`src/rtl/flowQueuePkg.sv`:
```
package flowQueuePkg;
  // Strobes sent from the sequencer to the storage datapath
  typedef struct packed {
    logic capEnq;   // latch enqueue operands
    logic capDeq;   // latch dequeue operand
    logic runEnq;   // perform the latched enqueue
    logic runDeq;   // perform the latched dequeue
  } qmStrobe_t;

  typedef enum logic {ST_IDLE, ST_EXEC} qmState_t;
endpackage

```
`src/rtl/flowQueueCtrl.sv`:
```
module flowQueueCtrl
  import flowQueuePkg::*;
(
  input  logic      clk,
  input  logic      rst,
  input  logic      txEnable,
  input  logic      enqValid,
  input  logic      deqValid,
  output logic      enqReady,
  output logic      deqReady,
  output qmStrobe_t strobe
);
  qmState_t state;
  logic     opDeq;

  assign enqReady = (state == ST_IDLE);
  // enqueue has priority; dequeue also gated by transmit enable
  assign deqReady = (state == ST_IDLE) && txEnable && !enqValid;

  assign strobe.capEnq = enqValid && enqReady;
  assign strobe.capDeq = deqValid && deqReady;
  assign strobe.runEnq = (state == ST_EXEC) && !opDeq;
  assign strobe.runDeq = (state == ST_EXEC) && opDeq;

  always_ff @(posedge clk) begin
    if (rst) begin
      state <= ST_IDLE;
      opDeq <= 1'b0;
    end else begin
      case (state)
        ST_IDLE: if (strobe.capEnq || strobe.capDeq) begin
          state <= ST_EXEC;
          opDeq <= strobe.capDeq;
        end
        default: state <= ST_IDLE;
      endcase
    end
  end

  // one request in flight; both ports blocked the cycle after acceptance
  a_r8_single_issue: assert property (@(posedge clk) disable iff (rst)
    (strobe.capEnq || strobe.capDeq) |=> (!enqReady && !deqReady));
  // readiness comes back one cycle after the execute cycle
  a_r8_ready_returns: assert property (@(posedge clk) disable iff (rst)
    (strobe.runEnq || strobe.runDeq) |=> enqReady);
  // no dequeue is offered while transmit is off
  a_r7_tx_gate: assert property (@(posedge clk) disable iff (rst)
    !txEnable |-> !deqReady);
  // a pending enqueue blocks the dequeue port
  a_r9_enq_first: assert property (@(posedge clk) disable iff (rst)
    (enqValid && enqReady) |-> !deqReady);
endmodule

```
`src/rtl/flowQueueData.sv`:
```
module flowQueueData
  import flowQueuePkg::*;
#(
  parameter int NUM_FLOWS = 4,
  parameter int NUM_SLOTS = 16,
  parameter int DATA_W    = 16,
  localparam int FLOW_W   = (NUM_FLOWS > 1) ? $clog2(NUM_FLOWS) : 1,
  localparam int SLOT_W   = $clog2(NUM_SLOTS),
  localparam int CNT_W    = $clog2(NUM_SLOTS + 1),
  localparam int CAPACITY = NUM_SLOTS - NUM_FLOWS
) (
  input  logic              clk,
  input  logic              rst,
  input  qmStrobe_t         strobe,
  input  logic [FLOW_W-1:0] enqFlow,
  input  logic [DATA_W-1:0] enqData,
  input  logic [FLOW_W-1:0] deqFlow,
  output logic              outValid,
  output logic [FLOW_W-1:0] outFlow,
  output logic [DATA_W-1:0] outData,
  output logic              deqErr,
  output logic              enqFull
);
  logic [FLOW_W-1:0] curFlow;
  logic [DATA_W-1:0] curData;

  logic [DATA_W-1:0] slotData [NUM_SLOTS];
  logic [SLOT_W-1:0] slotNext [NUM_SLOTS];
  logic [SLOT_W-1:0] headTab  [NUM_FLOWS];
  logic [SLOT_W-1:0] tailTab  [NUM_FLOWS];
  logic [SLOT_W-1:0] freeList [NUM_SLOTS];
  logic [SLOT_W-1:0] freeRd, freeWr;
  logic [CNT_W-1:0]  freeCount;

  logic [SLOT_W-1:0] curHead, curTail, newSlot;
  logic              flowEmpty, freeEmpty, doStore, doFetch;

  assign curHead   = headTab[curFlow];
  assign curTail   = tailTab[curFlow];
  assign newSlot   = freeList[freeRd];
  assign flowEmpty = (curHead == curTail);
  assign freeEmpty = (freeCount == '0);
  assign doStore   = strobe.runEnq && !freeEmpty;
  assign doFetch   = strobe.runDeq && !flowEmpty;

  function automatic logic [SLOT_W-1:0] wrapInc(input logic [SLOT_W-1:0] p);
    return (p == SLOT_W'(NUM_SLOTS - 1)) ? '0 : p + 1'b1;
  endfunction

  // operand capture
  always_ff @(posedge clk) begin
    if (rst) begin
      curFlow <= '0;
      curData <= '0;
    end else if (strobe.capEnq) begin
      curFlow <= enqFlow;
      curData <= enqData;
    end else if (strobe.capDeq) begin
      curFlow <= deqFlow;
    end
  end

  // slot storage (no reset needed: only linked slots are read)
  always_ff @(posedge clk) begin
    if (doStore) begin
      slotData[curTail] <= curData;
      slotNext[curTail] <= newSlot;
    end
  end

  // flow table, free list, result pulses
  always_ff @(posedge clk) begin
    if (rst) begin
      for (int f = 0; f < NUM_FLOWS; f++) begin
        headTab[f] <= SLOT_W'(f);
        tailTab[f] <= SLOT_W'(f);
      end
      for (int k = 0; k < NUM_SLOTS; k++)
        freeList[k] <= (k < CAPACITY) ? SLOT_W'(k + NUM_FLOWS) : '0;
      freeRd    <= '0;
      freeWr    <= SLOT_W'(CAPACITY);
      freeCount <= CNT_W'(CAPACITY);
      outValid  <= 1'b0;
      outFlow   <= '0;
      outData   <= '0;
      deqErr    <= 1'b0;
      enqFull   <= 1'b0;
    end else begin
      outValid <= doFetch;
      deqErr   <= strobe.runDeq && flowEmpty;
      enqFull  <= strobe.runEnq && freeEmpty;
      if (doStore) begin
        tailTab[curFlow] <= newSlot;
        freeRd           <= wrapInc(freeRd);
        freeCount        <= freeCount - 1'b1;
      end
      if (doFetch) begin
        outFlow          <= curFlow;
        outData          <= slotData[curHead];
        headTab[curFlow] <= slotNext[curHead];
        freeList[freeWr] <= curHead;
        freeWr           <= wrapInc(freeWr);
        freeCount        <= freeCount + 1'b1;
      end
    end
  end

  // an error pulse never comes with a data strobe
  a_r4_err_exclusive: assert property (@(posedge clk) disable iff (rst)
    !(deqErr && outValid));
  // a refused dequeue leaves the free list untouched
  a_r4_no_free_change: assert property (@(posedge clk) disable iff (rst)
    deqErr |-> $stable(freeCount));
  // a full refusal only while no slot is free, and nothing was taken
  a_r5_full_when_empty: assert property (@(posedge clk) disable iff (rst)
    enqFull |-> (freeCount == '0));
  // free count stays within the pool that flows do not reserve
  a_r6_count_bound: assert property (@(posedge clk) disable iff (rst)
    freeCount <= CNT_W'(CAPACITY));
  // at most one result pulse per cycle
  a_r3_one_result: assert property (@(posedge clk) disable iff (rst)
    $onehot0({outValid, deqErr, enqFull}));
endmodule

```
`src/rtl/flowQueueMgr.sv`:
```
module flowQueueMgr
  import flowQueuePkg::*;
#(
  parameter int NUM_FLOWS = 4,
  parameter int NUM_SLOTS = 16,
  parameter int DATA_W    = 16,
  localparam int FLOW_W   = (NUM_FLOWS > 1) ? $clog2(NUM_FLOWS) : 1
) (
  input  logic              clk,
  input  logic              rst,
  input  logic              txEnable,
  input  logic              enqValid,
  output logic              enqReady,
  input  logic [FLOW_W-1:0] enqFlow,
  input  logic [DATA_W-1:0] enqData,
  input  logic              deqValid,
  output logic              deqReady,
  input  logic [FLOW_W-1:0] deqFlow,
  output logic              outValid,
  output logic [FLOW_W-1:0] outFlow,
  output logic [DATA_W-1:0] outData,
  output logic              deqErr,
  output logic              enqFull
);
  qmStrobe_t strobe;

  flowQueueCtrl ctrl_i (
    .clk(clk), .rst(rst), .txEnable(txEnable),
    .enqValid(enqValid), .deqValid(deqValid),
    .enqReady(enqReady), .deqReady(deqReady), .strobe(strobe)
  );

  flowQueueData #(.NUM_FLOWS(NUM_FLOWS), .NUM_SLOTS(NUM_SLOTS), .DATA_W(DATA_W)) data_i (
    .clk(clk), .rst(rst), .strobe(strobe),
    .enqFlow(enqFlow), .enqData(enqData), .deqFlow(deqFlow),
    .outValid(outValid), .outFlow(outFlow), .outData(outData),
    .deqErr(deqErr), .enqFull(enqFull)
  );
endmodule

```
`config.mk`:
```
export PLATFORM = sky130hd
export DESIGN_NAME = flowQueueMgr
export DESIGN_NICKNAME = d
export VERILOG_FILES = /design/src/rtl/flowQueuePkg.sv /design/src/rtl/flowQueueCtrl.sv /design/src/rtl/flowQueueData.sv /design/src/rtl/flowQueueMgr.sv
export SDC_FILE = /design/constraint.sdc
export NUM_CORES = 1
export LEC_CHECK = 0
export ABC_AREA = 1
export BUFFER_PORTS_ARGS = -buffer_cell sky130_fd_sc_hd__buf_2
export CORE_UTILIZATION = 35
export DETAILED_ROUTE_END_ITERATION = 10
export GPL_TIMING_DRIVEN = 1
export MAX_ROUTING_LAYER = met4
export SLEW_MARGIN = 20
export SYNTH_ARGS = -nofsm -noshare
export SYNTH_HDL_FRONTEND = slang
export SYNTH_SLANG_ARGS = --single-unit
```
`constraint.sdc`:
```
create_clock -name clk -period 3.4 [get_ports clk]
set_clock_uncertainty 0.05 [all_clocks]
set_input_delay 0.17 -clock clk [delete_from_list [all_inputs] [get_ports clk]]
set_output_delay 0.17 -clock clk [all_outputs]
set_load 0.05 [all_outputs]
```
# ---- After elaboration in Yosys (flattened, before gate mapping)
# Memory sizes are Yosys's and may differ from the RTL's. A register that Yosys moved wholly into a read port is not among the register bits.
# Cells that the tools add are included.
dict set report classes {
  addsub 4
  eq_ne 3
  n_mux 31
  bitwise 1
  reduce_logical 23
}
# cell n
set op_table {}
lappend op_table {{$mux 4} 8}
lappend op_table {{$mux 2} 8}
lappend op_table {{$mux 1} 13}
lappend op_table {{$reduce_or 4->1} 3}
lappend op_table {{$logic_and 1x1->1} 10}
lappend op_table {{$mux 5} 2}
lappend op_table {{$add 4x1->4 const B} 2}
lappend op_table {{$eq 4x4->1 const B} 2}
lappend op_table {{$add 5x1->5 const B} 1}
lappend op_table {{$logic_not 5->1} 1}
lappend op_table {{$sub 5x1->5 const B} 1}
lappend op_table {{$eq 4x4->1} 1}
lappend op_table {{$logic_not 1->1} 4}
lappend op_table {{$reduce_bool 2->1} 2}
lappend op_table {{$reduce_and 2->1} 1}
lappend op_table {{$reduce_or 2->1} 1}
lappend op_table {{$logic_or 1x1->1} 1}
lappend op_table {{$not 1->1} 1}
dict set report word_totals {
  reg_bits 38
  ramBits 416
  n_memories 5
}
# memory depth width rd rd_clocked_by_memory_dff wr line_no
set memory_table {}
lappend memory_table {data_i.slotData 16 16 1 1 1 flowQueueData.sv:27} ;# logic [DATA_W-1:0] slotData [NUM_SLOTS];
lappend memory_table {data_i.freeList 16 4 1 1 16 flowQueueData.sv:31} ;# logic [SLOT_W-1:0] freeList [NUM_SLOTS];
lappend memory_table {data_i.slotNext 16 4 1 0 1 flowQueueData.sv:28} ;# logic [SLOT_W-1:0] slotNext [NUM_SLOTS];
lappend memory_table {data_i.headTab 4 4 1 1 4 flowQueueData.sv:29} ;# logic [SLOT_W-1:0] headTab [NUM_FLOWS];
lappend memory_table {data_i.tailTab 4 4 1 1 4 flowQueueData.sv:30} ;# logic [SLOT_W-1:0] tailTab [NUM_FLOWS];

# ---- Logic depth before layout (Yosys ltp)
# Gate-level depths: netlist of the first run.
dict set report logic_depth {
  depth_word 8
  ltp_mapped 22
  mapped_depth_nobuf 19
}

# ---- Cells and area by module
# From an unflattened synthesis of the first run, not the netlist that was laid out.
dict set report hier_totals {
  hier_cells 1828
  area_unflattened_um2 20136.8
}
# mod n_inst cells_each area_per_inst_um2
set modules_own_cells {}
lappend modules_own_cells {flowQueueData 1 1811 19996.7}
lappend modules_own_cells {flowQueueCtrl 1 17 140.1}

# ---- Worst setup path after synthesis of the first run
# No wires, ideal clock.
dict set report synth_timing {
  path_kind {flip-flop to flip-flop}
  startpoint {register ctrl_i.state}
  endpoint {memory data_i.slotData[0][0], enable pin}
  setup_ns 0.397
  t_arrival_ns 2.078
  slack_ns 0.875
  stages_incl_launch_ff 7
  n_path_buf 0
  synth_period_minus_slack_ns 2.525
  cell_sequence {dfxtp_1 > inv_1 > nor2_1 > nand2_1 > clkinv_1 > nand3_1 > nor2_1}
}
dict set report synth_between {
  elab_chain_len 4
}
# item line_no
set synth_rtl {}
lappend synth_rtl {{start: declaration} flowQueueCtrl.sv:13} ;# qmState_t state;
lappend synth_rtl {{start signal: assignment} flowQueueCtrl.sv:27} ;# state <= ST_IDLE;
lappend synth_rtl {{start signal: assignment} flowQueueCtrl.sv:32} ;# state <= ST_EXEC;
lappend synth_rtl {{start signal: assignment} flowQueueCtrl.sv:35} ;# default: state <= ST_IDLE;
lappend synth_rtl {{$logic_and 1x1->1} flowQueueCtrl.sv:22} ;# assign strobe.runEnq = (state == ST_EXEC) && !opDeq;
lappend synth_rtl {{$logic_and 1x1->1} flowQueueData.sv:43} ;# assign doStore = strobe.runEnq && !freeEmpty;
lappend synth_rtl {{$mux 1} flowQueueData.sv:65} ;# if (doStore) begin
lappend synth_rtl {{$mux 1 (implied by the code)} flowQueueData.sv:66} ;# slotData[curTail] <= curData;
lappend synth_rtl {{end: declaration} flowQueueData.sv:27}
# Every way passes these cells.

==> PnR_summary.wiki, run 1 <==
{| class="wikitable"
! Metric !! Value
|-
| Clock tree from TritonCTS || yes
|-
| Cell row count || 87
|-
| Largest incremental delay on the critical path || 0.55 ns
|-
| Total length of routed wires || 49.54 mm
|-
| Post-synthesis sequential area ratio || 68.24%
|-
| Chip height || 241.4 um
|-
| Combinational cell fraction of total power || 11.0%
|-
| Area occupied by multi-input gates || 5246 sq um
|-
| Slowest cell on the critical path || sky130_fd_sc_hd__dfxtp_1
|-
| Outcome || completed
|-
| Top cell by count, worst path || sky130_fd_sc_hd__nand3_1
|-
| RePlAce Congestion || 0.9168
|-
| Number of instances resized during post-cts repair || 0
|-
| Sequential standard cell area || 13690 sq um
|-
| Share of power burned in registers || 48.8%
|-
| Synth Net Count || 1840
|-
| Slack of the critical path || 0.5347 ns
|-
| Root buffer cell || sky130_fd_sc_hd__clkbuf_16
|-
| Syn-to-layout area delta || 15.24%
|-
| Remaining antenna violation count after routing || 0
|-
| Wire length of the first global-routing pass || 75.07 mm
|-
| I/O pins || 48
|-
| Power density relative to cell area || 586.5 nW/um^2
|-
| Hold-fix buffer count after cts || 24
|-
| Register-to-register setup slack || 0.53 ns
|-
| Share of cells above drive strength 1 || 12.83%
|-
| Classification of the worst-slack hold path || input pin to flop
|-
| Overall via count from detail_route || 13460
|-
| Number of antenna violations at the first check in global routing || 1
|-
| Worst Setup End Kind || flop
|-
| Worst setup timing slack at the placement stage || 0.5521 ns
|-
| Largest net degree at the start of global routing || 141
|-
| Starting DRC count in detailed routing || 1230
|-
| Slew @ Worst Pin || 0.9923 ns
|-
| Cell Chain, Critical Path || inv_6 -> nand2_1 -> nand3_1 -> nand2_8 -> buf_12 -> buf_12 -> o211ai_1 -> nand3_1 -> nand3_1 -> nand2_1 -> inv_1 -> nor2_1
|-
| Upper clock frequency limit || 0.3490 GHz
|-
| Highest ir drop seen on vdd || 435.2 uV
|-
| Final HPWL from detailed placement || 28.39 mm
|-
| Max clock buf depth || 3
|-
| Net switching share of the total power || 25.56%
|-
| Width of the die || 241.4 um
|-
| Buffers on Ports || 47
|-
| Nature of the critical path startpoint || flop
|-
| Post-synthesis cell area || 20070 sq um
|-
| Rel. slew slack || 33.85%
|-
| Clock insertion delay at the later pin of the skew report || 0.58 ns
|-
| Leak pwr || 8.586 nW
|-
| Required time of the critical path || 3.78 ns
|-
| Final Hold Violating Endpoints || 0
|-
| Synthesized flop and latch total || 476
|-
| Total gr overflow || 0
|-
| Post-CTS repair timing setup buffer count || 0
|-
| Via count of the first global-routing pass || 12620
|-
| Max-cap violations || 0
|-
| Cell-internal power || 10.10 mW
|-
| Arrival time reported for the critical path endpoint || 3.25 ns
|-
| Synthesis warning total || 0
|-
| Final #Nets || 1903
|-
| Number of fill cells || 5325
|-
| Post-DR wirelength/cell || 18.59 um
|-
| Num CTS Buffers || 48
|-
| Total iterations of the first detailed-routing run || 5
|-
| Clock-pin transition on the worst setup and hold timing paths || 0.07 ns
|-
| Setup repair after global routing missed its margin || false
|-
| # setup viols final || 0
|-
| Antenna Diode Count || 0
|-
| Average via count per standard cell || 5.051
|-
| Clock sink count || 476
|-
| Core Footprint || 56500 sq um
|-
| Peak fanout along the critical path || 132
|-
| Cell count after synthesis || 1806
|-
| Sum Neg Setup Slack || 0 ns
|-
| Max H-tree Level || 2
|-
| Die Footprint || 58300 sq um
|-
| Total global-route track usage || 17.56%
|-
| Effective utilization at floorplan || 35.52%
|-
| Part of the power in the clock network || 40.2%
|-
| Remaining design rule violation count || 0
|-
| Mean Syn Cell Area || 11.11 sq um
|-
| Max-slew violations || 0
|-
| Path type of the worst setup path || flop to flop
|-
| Utilization after layout || 40.93%
|-
| Share of the cycle needed by the critical path after routing || 84.27%
|-
| Count of distinct cell types in the synthesized netlist || 38
|-
| Min cycle time layout || 2.865 ns
|-
| Net switching power figure || 3.466 mW
|}
## sequential cells by signal (all words and copies together) (netlist names), 4 cells and up, named ones only
| signal | count |
|---|---|
| data_i.slotData | 256 |
| data_i.freeList | 64 |
| data_i.slotNext | 64 |
| data_i.curData | 16 |
| data_i.headTab | 16 |
| data_i.outData | 16 |
| data_i.tailTab | 16 |
| data_i.freeCount | 5 |
| data_i.freeRd | 4 |
| data_i.freeWr | 4 |
## critical path, delay by kind of cell, from the launching register on
kind	cells	cell delay, ns
AO/OA/AOI/OAI	1	0.13
AND/OR/NAND/NOR	7	0.90
flip-flops	1	0.55
buffers and inverters	4	1.01
## power by group through the flow
stage / clock, mW / combinational, mW / sequential (mW)
3_5_place_dp: 0 / 1.47 / 6.75
2_1_floorplan: 0 / 1.05 / 6.69
5_1_grt: 5.77 / 1.65 / 6.64
6_report: 5.45 / 1.49 / 6.62
4_1_cts: 5.54 / 1.50 / 6.62
3_3_place_gp: 0 / 1.44 / 6.74
## cells in the final DEF (no fill, tap or decap), drive strengths merged
cell type and instances:
nor2 175, nor3 6, nor4 1, or2 10, fa 1, clkinvlp 2
nand4 2, edfxtp 416, ha 8, nand2 343, buf 89, inv 190
mux2i 16, a31oi 2, clkbuf 60, dfxtp 60, bufinv 5, nand3b 1
o21ai 103, clkinv 20, o31ai 3, xor2 2, dlygate4sd3 24, nand3 194
a21oi 66, o211ai 109, a21boi 1
## final timing paths
path,start,depth (start not counted),end
worst max-delay path,flop,12,data_i.headTab[0][1]
worst min-delay path,enqValid,6,data_i.curData[8]
worst max register to register,flop,12,data_i.headTab[0][1]
worst min register to register,data_i.outData[11],2,data_i.outData[11]
## cell usage after synthesis, drive strengths merged
| cell type | instances | area [sq um] |
|---|---|---|
| edfxtp | 416 | 12490 |
| nand2 | 343 | 1381 |
| nand3 | 194 | 975.9 |
| inv | 186 | 710.7 |
| nor2 | 175 | 684.4 |
| o211ai | 109 | 818.3 |
| o21ai | 103 | 515.5 |
| a21oi | 66 | 330.3 |
| buf | 62 | 336.6 |
| dfxtp | 60 | 1201 |
| clkbuf | 38 | 142.6 |
| mux2i | 16 | 160.2 |
| or2 | 10 | 62.56 |
| ha | 8 | 100.1 |
| nor3 | 6 | 45.04 |
| o31ai | 3 | 22.52 |
| a31oi | 2 | 12.51 |
| nand4 | 2 | 12.51 |
| xor2 | 2 | 17.52 |
| a21boi | 1 | 7.510 |
| clkinv | 1 | 3.750 |
| fa | 1 | 20.02 |
| nand3b | 1 | 7.510 |
| nor4 | 1 | 6.260 |
## metal layers
| metal | share of wire [%] | GRT usage [%] | wire [um] | vias up |
|---|---|---|---|---|
| met5 | 0 | - | 0 | - |
| met4 | 2.3 | 4.776 | 1117 | 0 |
| met3 | 6.4 | 2.644 | 3153 | 85 |
| met2 | 46 | 27.34 | 23020 | 414 |
| met1 | 45 | 23.89 | 22250 | 6557 |
| li1 | - | - | - | 6405 |
## cells by family after synthesis
group	synth area share [%]
AND/OR/NAND/NOR	15.82
AO/OA/AOI/OAI	8.505
XOR/XNOR	0.08731
multiplexers	0.7981
flip-flops	68.24
adder cells (fa/ha/maj)	0.5986
buffers and inverters	5.948
## area by class of cell
cell class,count,area share (%)
Multi-Input combinational cell,1043,22.69
Clock inverter,30,1.358
Tap cell,756,4.090
Clock buffer,60,5.703
Sequential cell,476,59.22
Inverter,187,3.089
Timing Repair Buffer,113,3.852
## through the flow
stage	cell area [sq um]	power, mW	hold slack, ns	instances
after floorplan	20070	7.744	0.2549	1806
after global placement	21250	8.186	0.3444	2551
after detailed placement	21250	8.215	0.3508	2551
after CTS	23120	13.66	0.1871	2665
after global routing	23120	14.06	0.2123	2665
final	23120	13.56	0.1946	2665
No activity file was read; power rests on OpenSTA's default activity.
==> run 2: changes to the inputs <==
clock period = 2.4 ns   (was 3.4 ns; I/O delays follow)
==> run 2 against run 1 <==
  * The run now ends with setup timing left
  * Largest power group unchanged
  * Setup slack got worse by 0.57 ns
  * Power rose by 46%
  * Sequential share of layout area fell by 2.7 points
==> PnR_summary.wiki, run 2 (synthesis gave the netlist of run 1 again) <==
{| class="wikitable"
! Metric !! Value
|-
| Outcome || finished with violations (was completed)
|-
| Failing checks || setup timing
|-
| Power density relative to cell area || 813.8 nW/um^2 (was 586.5 nW/um^2)
|-
| Min cycle time layout || 2.437 ns (was 2.865 ns)
|-
| Sum Neg Setup Slack || -0.05845 ns (was 0 ns)
|-
| Largest net degree at the start of global routing || 104 (was 141)
|-
| Placed inst area || 21760 sq um (was 21250 sq um)
|-
| Final Hold Violating Endpoints || 0 (unchanged)
|-
| Rel. slew slack || 49.69% (was 33.85%)
|-
| Biggest registers after layout || data_i.slotData: 256 flops, data_i.freeList: 64 flops, data_i.slotNext: 64 flops (unchanged)
|-
| Total gr overflow || 0 (unchanged)
|-
| Max H-tree Level || 2 (unchanged)
|-
| Effective utilization at floorplan || 35.52% (unchanged)
|-
| Overall via count from detail_route || 13710 (was 13460)
|-
| Final #Nets || 1973 (was 1903)
|-
| Leak pwr || 9.126 nW (was 8.586 nW)
|-
| Total global-route track usage || 17.96% (was 17.56%)
|-
| Most common library cell in the layout ignoring fill and taps || sky130_fd_sc_hd__edfxtp_1 (unchanged)
|-
| Register name with the most flops || data_i.slotData (unchanged)
|-
| Share of cells above drive strength 1 || 18.94% (was 12.83%)
|-
| I/O pins || 48 (unchanged)
|-
| Upper clock frequency limit || 0.4104 GHz (was 0.3490 GHz)
|-
| Share of the cycle needed by the critical path after routing || 101.5% (was 84.27%)
|-
| Number of flip-flops under the largest register name || 256 (unchanged)
|-
| Nature of the critical path startpoint || flop (unchanged)
|-
| Setup repair after global routing missed its margin || true (was false)
|-
| Post-route standard cell area excluding fillers || 24260 sq um (was 23120 sq um)
|-
| Register-to-register setup slack || -0.04 ns (was 0.53 ns)
|-
| # setup viols final || 3 (was 0)
|-
| Clock insertion delay at the later pin of the skew report || 0.60 ns (was 0.58 ns)
|-
| Max clock buf depth || 3 (unchanged)
|-
| Chip height || 241.4 um (unchanged)
|-
| Total length of routed wires || 50.79 mm (was 49.54 mm)
|-
| Clock-pin transition on the worst setup and hold timing paths || 0.06 ns (was 0.07 ns)
|-
| Total iterations of the first detailed-routing run || 5 (unchanged)
|-
| RePlAce Congestion || 0.8415 (was 0.9168)
|-
| Highest ir drop seen on vdd || 589.5 uV (was 435.2 uV)
|-
| Syn-to-layout area delta || 20.89% (was 15.24%)
|-
| Remaining antenna violation count after routing || 0 (unchanged)
|-
| Peak fanout along the critical path || 7 (was 132)
|-
| Worst Setup End Kind || flop (unchanged)
|-
| Core Footprint || 56500 sq um (unchanged)
|-
| Remaining design rule violation count || 0 (unchanged)
|-
| Required time of the critical path || 2.83 ns (was 3.78 ns)
|-
| Cell Chain, Critical Path || buf_12 -> buf_16 -> nand2_1 -> nand3_1 -> nand2_4 -> nand2_1 -> nand2_2 -> nor2_4 -> nand2_4 -> nand2_8 -> fa_2 -> nand2_2 -> nand2_1 -> a21oi_2 -> nand2_1 -> nand2_2 -> nand3_1 -> nand2_1 -> nor2_1 (was inv_6 -> nand2_1 -> nand3_1 -> nand2_8 -> buf_12 -> buf_12 -> o211ai_1 -> nand3_1 -> nand3_1 -> nand2_1 -> inv_1 -> nor2_1)
|-
| Post-DR wirelength/cell || 18.56 um (was 18.59 um)
|-
| Max-slew violations || 0 (unchanged)
|-
| Buffers on Ports || 47 (unchanged)
|-
| Clock tree from TritonCTS || yes (unchanged)
|-
| Slowest cell on the critical path || sky130_fd_sc_hd__fa_2 (was sky130_fd_sc_hd__dfxtp_1)
|-
| Root buffer cell || sky130_fd_sc_hd__clkbuf_16 (unchanged)
|-
| Classification of the worst-slack hold path || input pin to flop (unchanged)
|-
| Largest incremental delay on the critical path || 0.40 ns (was 0.55 ns)
|-
| Num CTS Buffers || 49 (was 48)
|-
| Max-cap violations || 0 (unchanged)
|-
| Arrival time reported for the critical path endpoint || 2.86 ns (was 3.25 ns)
|-
| Via count of the first global-routing pass || 12920 (was 12620)
|-
| Cell row count || 87 (unchanged)
|-
| Slack of the critical path || -0.03651 ns (was 0.5347 ns)
|-
| Wire length of the first global-routing pass || 76.17 mm (was 75.07 mm)
|-
| Utilization after layout || 42.94% (was 40.93%)
|-
| Die Footprint || 58300 sq um (unchanged)
|-
| Commonest cells after routing, fill and taps aside || sky130_fd_sc_hd__edfxtp_1 (416), sky130_fd_sc_hd__nand2_1 (275), sky130_fd_sc_hd__nand3_1 (184), sky130_fd_sc_hd__inv_1 (173), sky130_fd_sc_hd__nor2_1 (148) (was sky130_fd_sc_hd__edfxtp_1 (416), sky130_fd_sc_hd__nand2_1 (320), sky130_fd_sc_hd__nand3_1 (193), sky130_fd_sc_hd__inv_1 (173), sky130_fd_sc_hd__nor2_1 (148))
|-
| Path type of the worst setup path || flop to flop (unchanged)
|-
| Average via count per standard cell || 5.011 (was 5.051)
|-
| Width of the die || 241.4 um (unchanged)
|-
| Starting DRC count in detailed routing || 1028 (was 1230)
|-
| Clock sink count || 476 (unchanged)
|-
| Number of antenna violations at the first check in global routing || 1 (unchanged)
|-
| Final HPWL from detailed placement || 29.93 mm (was 28.39 mm)
|-
| Top cell by count, worst path || sky130_fd_sc_hd__nand2_1 (was sky130_fd_sc_hd__nand3_1)
|-
| Slew @ Worst Pin || 0.7536 ns (was 0.9923 ns)
|}
==> run 2: cell count changes in the layout (fill, tap and decap cells not counted), moves of 4 or more <==
cell	before	now
sky130_fd_sc_hd__buf_4	34	81
sky130_fd_sc_hd__nand2_1	320	275
sky130_fd_sc_hd__nand2_2	14	52
sky130_fd_sc_hd__buf_12	8	18
sky130_fd_sc_hd__clkbuf_16	50	59
sky130_fd_sc_hd__nand3_1	193	184
sky130_fd_sc_hd__nand3_2	1	8
sky130_fd_sc_hd__nand2_4	7	13
sky130_fd_sc_hd__buf_6	0	4
sky130_fd_sc_hd__clkbuf_8	3	7
==> run 2: per-stage QoR <==
step	hold WS [ns]	worst slack, ns	total power, mW	cells
after floorplan	0.2049	-0.1247	10.97	1806
after global placement	0.2947	-0.06575	11.75	2601
after detailed placement	0.2964	-0.08410	11.79	2601
after CTS	0.1422	0.008706	19.68	2719
after global routing	0.1883	-0.1686	20.45	2737
final	0.1692	-0.03651	19.74	2737
==> run 2: worst max-delay path, delay by kind of cell (launching register included) <==
family / cells / cell delay [ns]
DFF: 1 / 0.37
adders and majority gates: 1 / 0.40
and+or+nand+nor: 15 / 1.08
buffers and inverters: 2 / 0.26
AOI/OAI and AO/OA: 1 / 0.15
==> run 2: layout make-up <==
cell class,count,area [sq um]
fill,5227,32240
sequential,476,13700
multi-input combinational,1043,5510
timing repair buffer,180,1629
clock buffer,73,1535
tap,756,945.9
inverter,187,738.2
clock inverter,19,176.4
timing repair inverter,2,22.52
antenna,1,2.502
==> run 2: final timing paths <==
| path | endpoint | startpoint | depth (start not counted) |
|---|---|---|---|
| max | data_i.freeCount[4] | flop | 19 |
| min | data_i.curData[12] | enqValid | 6 |
| max reg2reg | data_i.freeCount[4] | flop | 19 |
| min reg2reg | data_i.outData[13] | data_i.outData[13] | 2 |
==> run 2: metal layers <==
metal | GRT usage (%) | wire length (um) | vias up
li1 | - | - | 6541
met1 | 24.08 | 22610 | 6698
met2 | 28.27 | 24200 | 399
met3 | 3.020 | 2905 | 76
met4 | 4.661 | 1064 | 0
met5 | - | 0 | -
==> run 2: power by group <==
part | switching (mW) | internal (mW)
clock network | 3.23 | 4.67
logic | 1.64 | 0.830
registers | 0.162 | 9.21
total | 5.03 | 14.7
==> run 2: timing repair <==
action,4_1_cts,5_1_grt
pin swaps,0,32
cloned,1,5
endpoints found under the hold margin,29,0
setup buffers,0,13
hold buffers,25,0
resized for setup,9,73
setup endpoints to repair,14,116
==> run 3: changes to the inputs <==
CORE_ASPECT_RATIO = 1.1   (was default)
==> run 3 against run 2 <==
  * The flow now finishes without violations
  * Flip-flop and latch count stayed put
  * Power fell by 0.62%
  * Register-to-register slack improved by 0.07 ns
  * Fmax rose by 3.0%
  * Global-route usage shrank 0.063 points
  * Setup slack gained 0.070 ns
  * First-iteration DRC count is 18% higher
  * Final cell count shrank 0.18%
  * Routed wire length is 0.12% higher
  * Critical path type unchanged
  * Critical endpoint unchanged
==> PnR_summary.wiki, run 3 (synthesis gave the netlist of run 1 again) <==
{| class="wikitable"
! Metric !! Value
|-
| Total length of routed wires || 50.85 mm (was 50.79 mm)
|-
| Register-to-register setup slack || 0.03 ns (was -0.04 ns)
|-
| Max clock buf depth || 3 (unchanged)
|-
| Slew @ Worst Pin || 0.6790 ns (was 0.7536 ns)
|-
| Worst hold slack across all endpoints || 0.1308 ns (was 0.1692 ns)
|-
| Clock sink count || 476 (unchanged)
|-
| Post-DR wirelength/cell || 18.61 um (was 18.56 um)
|-
| Nature of the critical path startpoint || flop (unchanged)
|-
| Max-cap violations || 0 (unchanged)
|-
| Setup repair after global routing missed its margin || true (unchanged)
|-
| Syn-to-layout area delta || 20.34% (was 20.89%)
|-
| Chip height || 253.1 um (was 241.4 um)
|-
| Wire length of the first global-routing pass || 77.16 mm (was 76.17 mm)
|-
| Num CTS Buffers || 49 (unchanged)
|-
| Core Footprint || 56360 sq um (was 56500 sq um)
|-
| Remaining antenna violation count after routing || 0 (unchanged)
|-
| Cell row count || 91 (was 87)
|-
| Number of flip-flops under the largest register name || 256 (unchanged)
|-
| Antenna Diode Count || 0 (was 1)
|-
| I/O pins || 48 (unchanged)
|-
| Leak pwr || 9.100 nW (was 9.126 nW)
|-
| Max H-tree Level || 2 (unchanged)
|-
| Path type of the worst setup path || flop to flop (unchanged)
|-
| Origin of the worst min-delay path || enqValid (unchanged)
|-
| Largest incremental delay on the critical path || 0.37 ns (was 0.40 ns)
|-
| Final #Nets || 1982 (was 1973)
|-
| Highest ir drop seen on vdd || 792.4 uV (was 589.5 uV)
|-
| Overall via count from detail_route || 13760 (was 13710)
|-
| Peak fanout along the critical path || 7 (unchanged)
|-
| Rel. slew slack || 54.35% (was 49.69%)
|-
| RePlAce Congestion || 0.8992 (was 0.8415)
|-
| Crit-path leading delay family || simple AND/OR/NAND/NOR gates (unchanged)
|-
| Placed inst area || 21870 sq um (was 21760 sq um)
|-
| Remaining design rule violation count || 0 (unchanged)
|-
| Number of fill cells || 5233 (was 5227)
|-
| Classification of the worst-slack hold path || input pin to flop (unchanged)
|-
| Final HPWL from detailed placement || 30.42 mm (was 29.93 mm)
|-
| Largest net degree at the start of global routing || 136 (was 104)
|-
| Register name with the most flops || data_i.slotData (unchanged)
|-
| Share of the cycle needed by the critical path after routing || 98.59% (was 101.5%)
|-
| Clock tree from TritonCTS || yes (unchanged)
|-
| Required time of the critical path || 2.83 ns (about the same)
|-
| Most common library cell in the layout ignoring fill and taps || sky130_fd_sc_hd__edfxtp_1 (unchanged)
|-
| Width of the die || 230.3 um (was 241.4 um)
|-
| Slowest cell on the critical path || sky130_fd_sc_hd__dfxtp_4 (was sky130_fd_sc_hd__fa_2)
|-
| Power consumption || 19.62 mW (was 19.74 mW)
|-
| Number of buffer and inverter instances along the worst setup path || 2 (unchanged)
|-
| # setup viols final || 0 (was 3)
|-
| Die Footprint || 58300 sq um (about the same)
|-
| Outcome || completed (was finished with violations)
|-
| Via count of the first global-routing pass || 13270 (was 12920)
|-
| Clock insertion delay at the later pin of the skew report || 0.60 ns (about the same)
|-
| Commonest cells after routing, fill and taps aside || sky130_fd_sc_hd__edfxtp_1 (416), sky130_fd_sc_hd__nand2_1 (284), sky130_fd_sc_hd__nand3_1 (185), sky130_fd_sc_hd__inv_1 (173), sky130_fd_sc_hd__nor2_1 (147) (was sky130_fd_sc_hd__edfxtp_1 (416), sky130_fd_sc_hd__nand2_1 (275), sky130_fd_sc_hd__nand3_1 (184), sky130_fd_sc_hd__inv_1 (173), sky130_fd_sc_hd__nor2_1 (148))
|-
| Power density relative to cell area || 812.4 nW/um^2 (was 813.8 nW/um^2)
|-
| Share of cells above drive strength 1 || 18.56% (was 18.94%)
|-
| Min cycle time layout || 2.366 ns (was 2.437 ns)
|-
| Total iterations of the first detailed-routing run || 7 (was 5)
|-
| Worst Setup End Kind || flop (unchanged)
|-
| Slack of the critical path || 0.03395 ns (was -0.03651 ns)
|-
| Root buffer cell || sky130_fd_sc_hd__clkbuf_16 (unchanged)
|-
| Cell Chain, Critical Path || buf_12 -> clkbuf_16 -> nand2_4 -> nand2_1 -> nand2_1 -> nand2_1 -> nand2_1 -> nand2_2 -> nor2_4 -> nand2_4 -> nand2_4 -> fa_2 -> nand2_2 -> nand2_2 -> a21oi_4 -> nand2_2 -> nand2_2 -> nand3_1 -> nand2_1 -> nor2_1 (was buf_12 -> buf_16 -> nand2_1 -> nand3_1 -> nand2_4 -> nand2_1 -> nand2_2 -> nor2_4 -> nand2_4 -> nand2_8 -> fa_2 -> nand2_2 -> nand2_1 -> a21oi_2 -> nand2_1 -> nand2_2 -> nand3_1 -> nand2_1 -> nor2_1)
|-
| Post-route standard cell area excluding fillers || 24150 sq um (was 24260 sq um)
|-
| Average via count per standard cell || 5.036 (was 5.011)
|-
| Worst setup timing slack at the placement stage || -0.07521 ns (was -0.08410 ns)
|-
| Starting DRC count in detailed routing || 1208 (was 1028)
|-
| Number of antenna violations at the first check in global routing || 0 (was 1)
|-
| Biggest registers after layout || data_i.slotData: 256 flops, data_i.freeList: 64 flops, data_i.slotNext: 64 flops (unchanged)
|-
| Total gr overflow || 0 (unchanged)
|-
| Upper clock frequency limit || 0.4226 GHz (was 0.4104 GHz)
|-
| Arrival time reported for the critical path endpoint || 2.80 ns (was 2.86 ns)
|-
| Worst hold path cell count || 6 (unchanged)
|-
| Endpoint with the worst hold slack || data_i.curData[1] (was data_i.curData[12])
|-
| Max-slew violations || 0 (unchanged)
|-
| Worst R2R Path Depth || 20 (was 19)
|-
| Clock-pin transition on the worst setup and hold timing paths || 0.06 ns (about the same)
|-
| Buffers on Ports || 47 (unchanged)
|-
| Effective utilization at floorplan || 35.60% (was 35.52%)
|-
| Final Hold Violating Endpoints || 0 (unchanged)
|-
| Reg2reg end || data_i.freeCount[4] (unchanged)
|-
| Total global-route track usage || 17.90% (was 17.96%)
|}
==> run 3: changes by cell type in the layout (fill, tap and decap cells not counted), moves of 5 or more <==
cell,before,now
sky130_fd_sc_hd__clkbuf_8,7,0
sky130_fd_sc_hd__clkinv_1,2,7
sky130_fd_sc_hd__nand2_2,52,46
sky130_fd_sc_hd__buf_4,81,94
sky130_fd_sc_hd__clkbuf_16,59,53
sky130_fd_sc_hd__nand2_1,275,284
sky130_fd_sc_hd__bufinv_16,2,7
==> run 3: metal layers <==
| metal | share of wire (%) | GRT usage (%) | up-vias | wire length [um] |
|---|---|---|---|---|
| met1 | 43 | 22.58 | 6717 | 21670 |
| met3 | 5.7 | 2.703 | 84 | 2887 |
| met2 | 49 | 29.60 | 399 | 24920 |
| met4 | 2.7 | 5.658 | 0 | 1362 |
| li1 | - | - | 6559 | - |
| met5 | 0 | - | - | 0 |
==> run 3: tightest hold or removal path, cell delays in order <==
cell                      delay [ns]
sky130_fd_sc_hd__buf_2          0.10
sky130_fd_sc_hd__inv_1          0.05
sky130_fd_sc_hd__nor2_1         0.04
sky130_fd_sc_hd__buf_4          0.20
sky130_fd_sc_hd__o21ai_0        0.16
sky130_fd_sc_hd__nor2_1         0.05
==> run 3: final cells by class <==
type	count	area, sq um	share of cell area, %
inverter	187	728.2	3.016
timing repair buffer	190	1703	7.052
multi-input combinational	1043	5448	22.56
clock inverter	32	367.9	1.523
clock buffer	59	1264	5.233
tap	744	930.9	3.855
timing repair inverter	1	8.758	0.03627
sequential	476	13700	56.73
==> run 3: per-stage QoR <==
stage	TNS (ns)	utilization, %	instances
final	0	42.85	2732
after CTS	0	42.18	2719
after detailed placement	-0.3516	38.81	2604
after floorplan	-39.89	-	1806
after global placement	-0.0005860	38.81	2604
after global routing	-0.5235	42.85	2732
==> run 3: power breakdown <==
part / switching, mW / internal [mW]
clock: 3.21 / 4.54
combinational: 1.63 / 0.871
sequential: 0.156 / 9.21
total: 5.00 / 14.6
==> run 3: how the worst max path moves through the flow <==
stage,from,endpoint,depth (start not counted)
floorplan,ctrl_i.state,data_i.slotData[0][0],6
global placement,flop,data_i.freeCount[4],19
detailed placement,flop,data_i.headTab[3][0],12
CTS,flop,data_i.freeCount[4],20
global route,flop,data_i.freeCount[4],20
finish,flop,data_i.freeCount[4],20
==> run 3: timing repair <==
action / 4_1_cts / 5_1_grt
setup buffers: 0 / 8
endpoints found under the hold margin: 33 / 0
gates resized for setup: 7 / 59
endpoints found under the setup margin: 13 / 104
pin swaps: 0 / 29
hold buffers: 24 / 0
cloned: 0 / 5
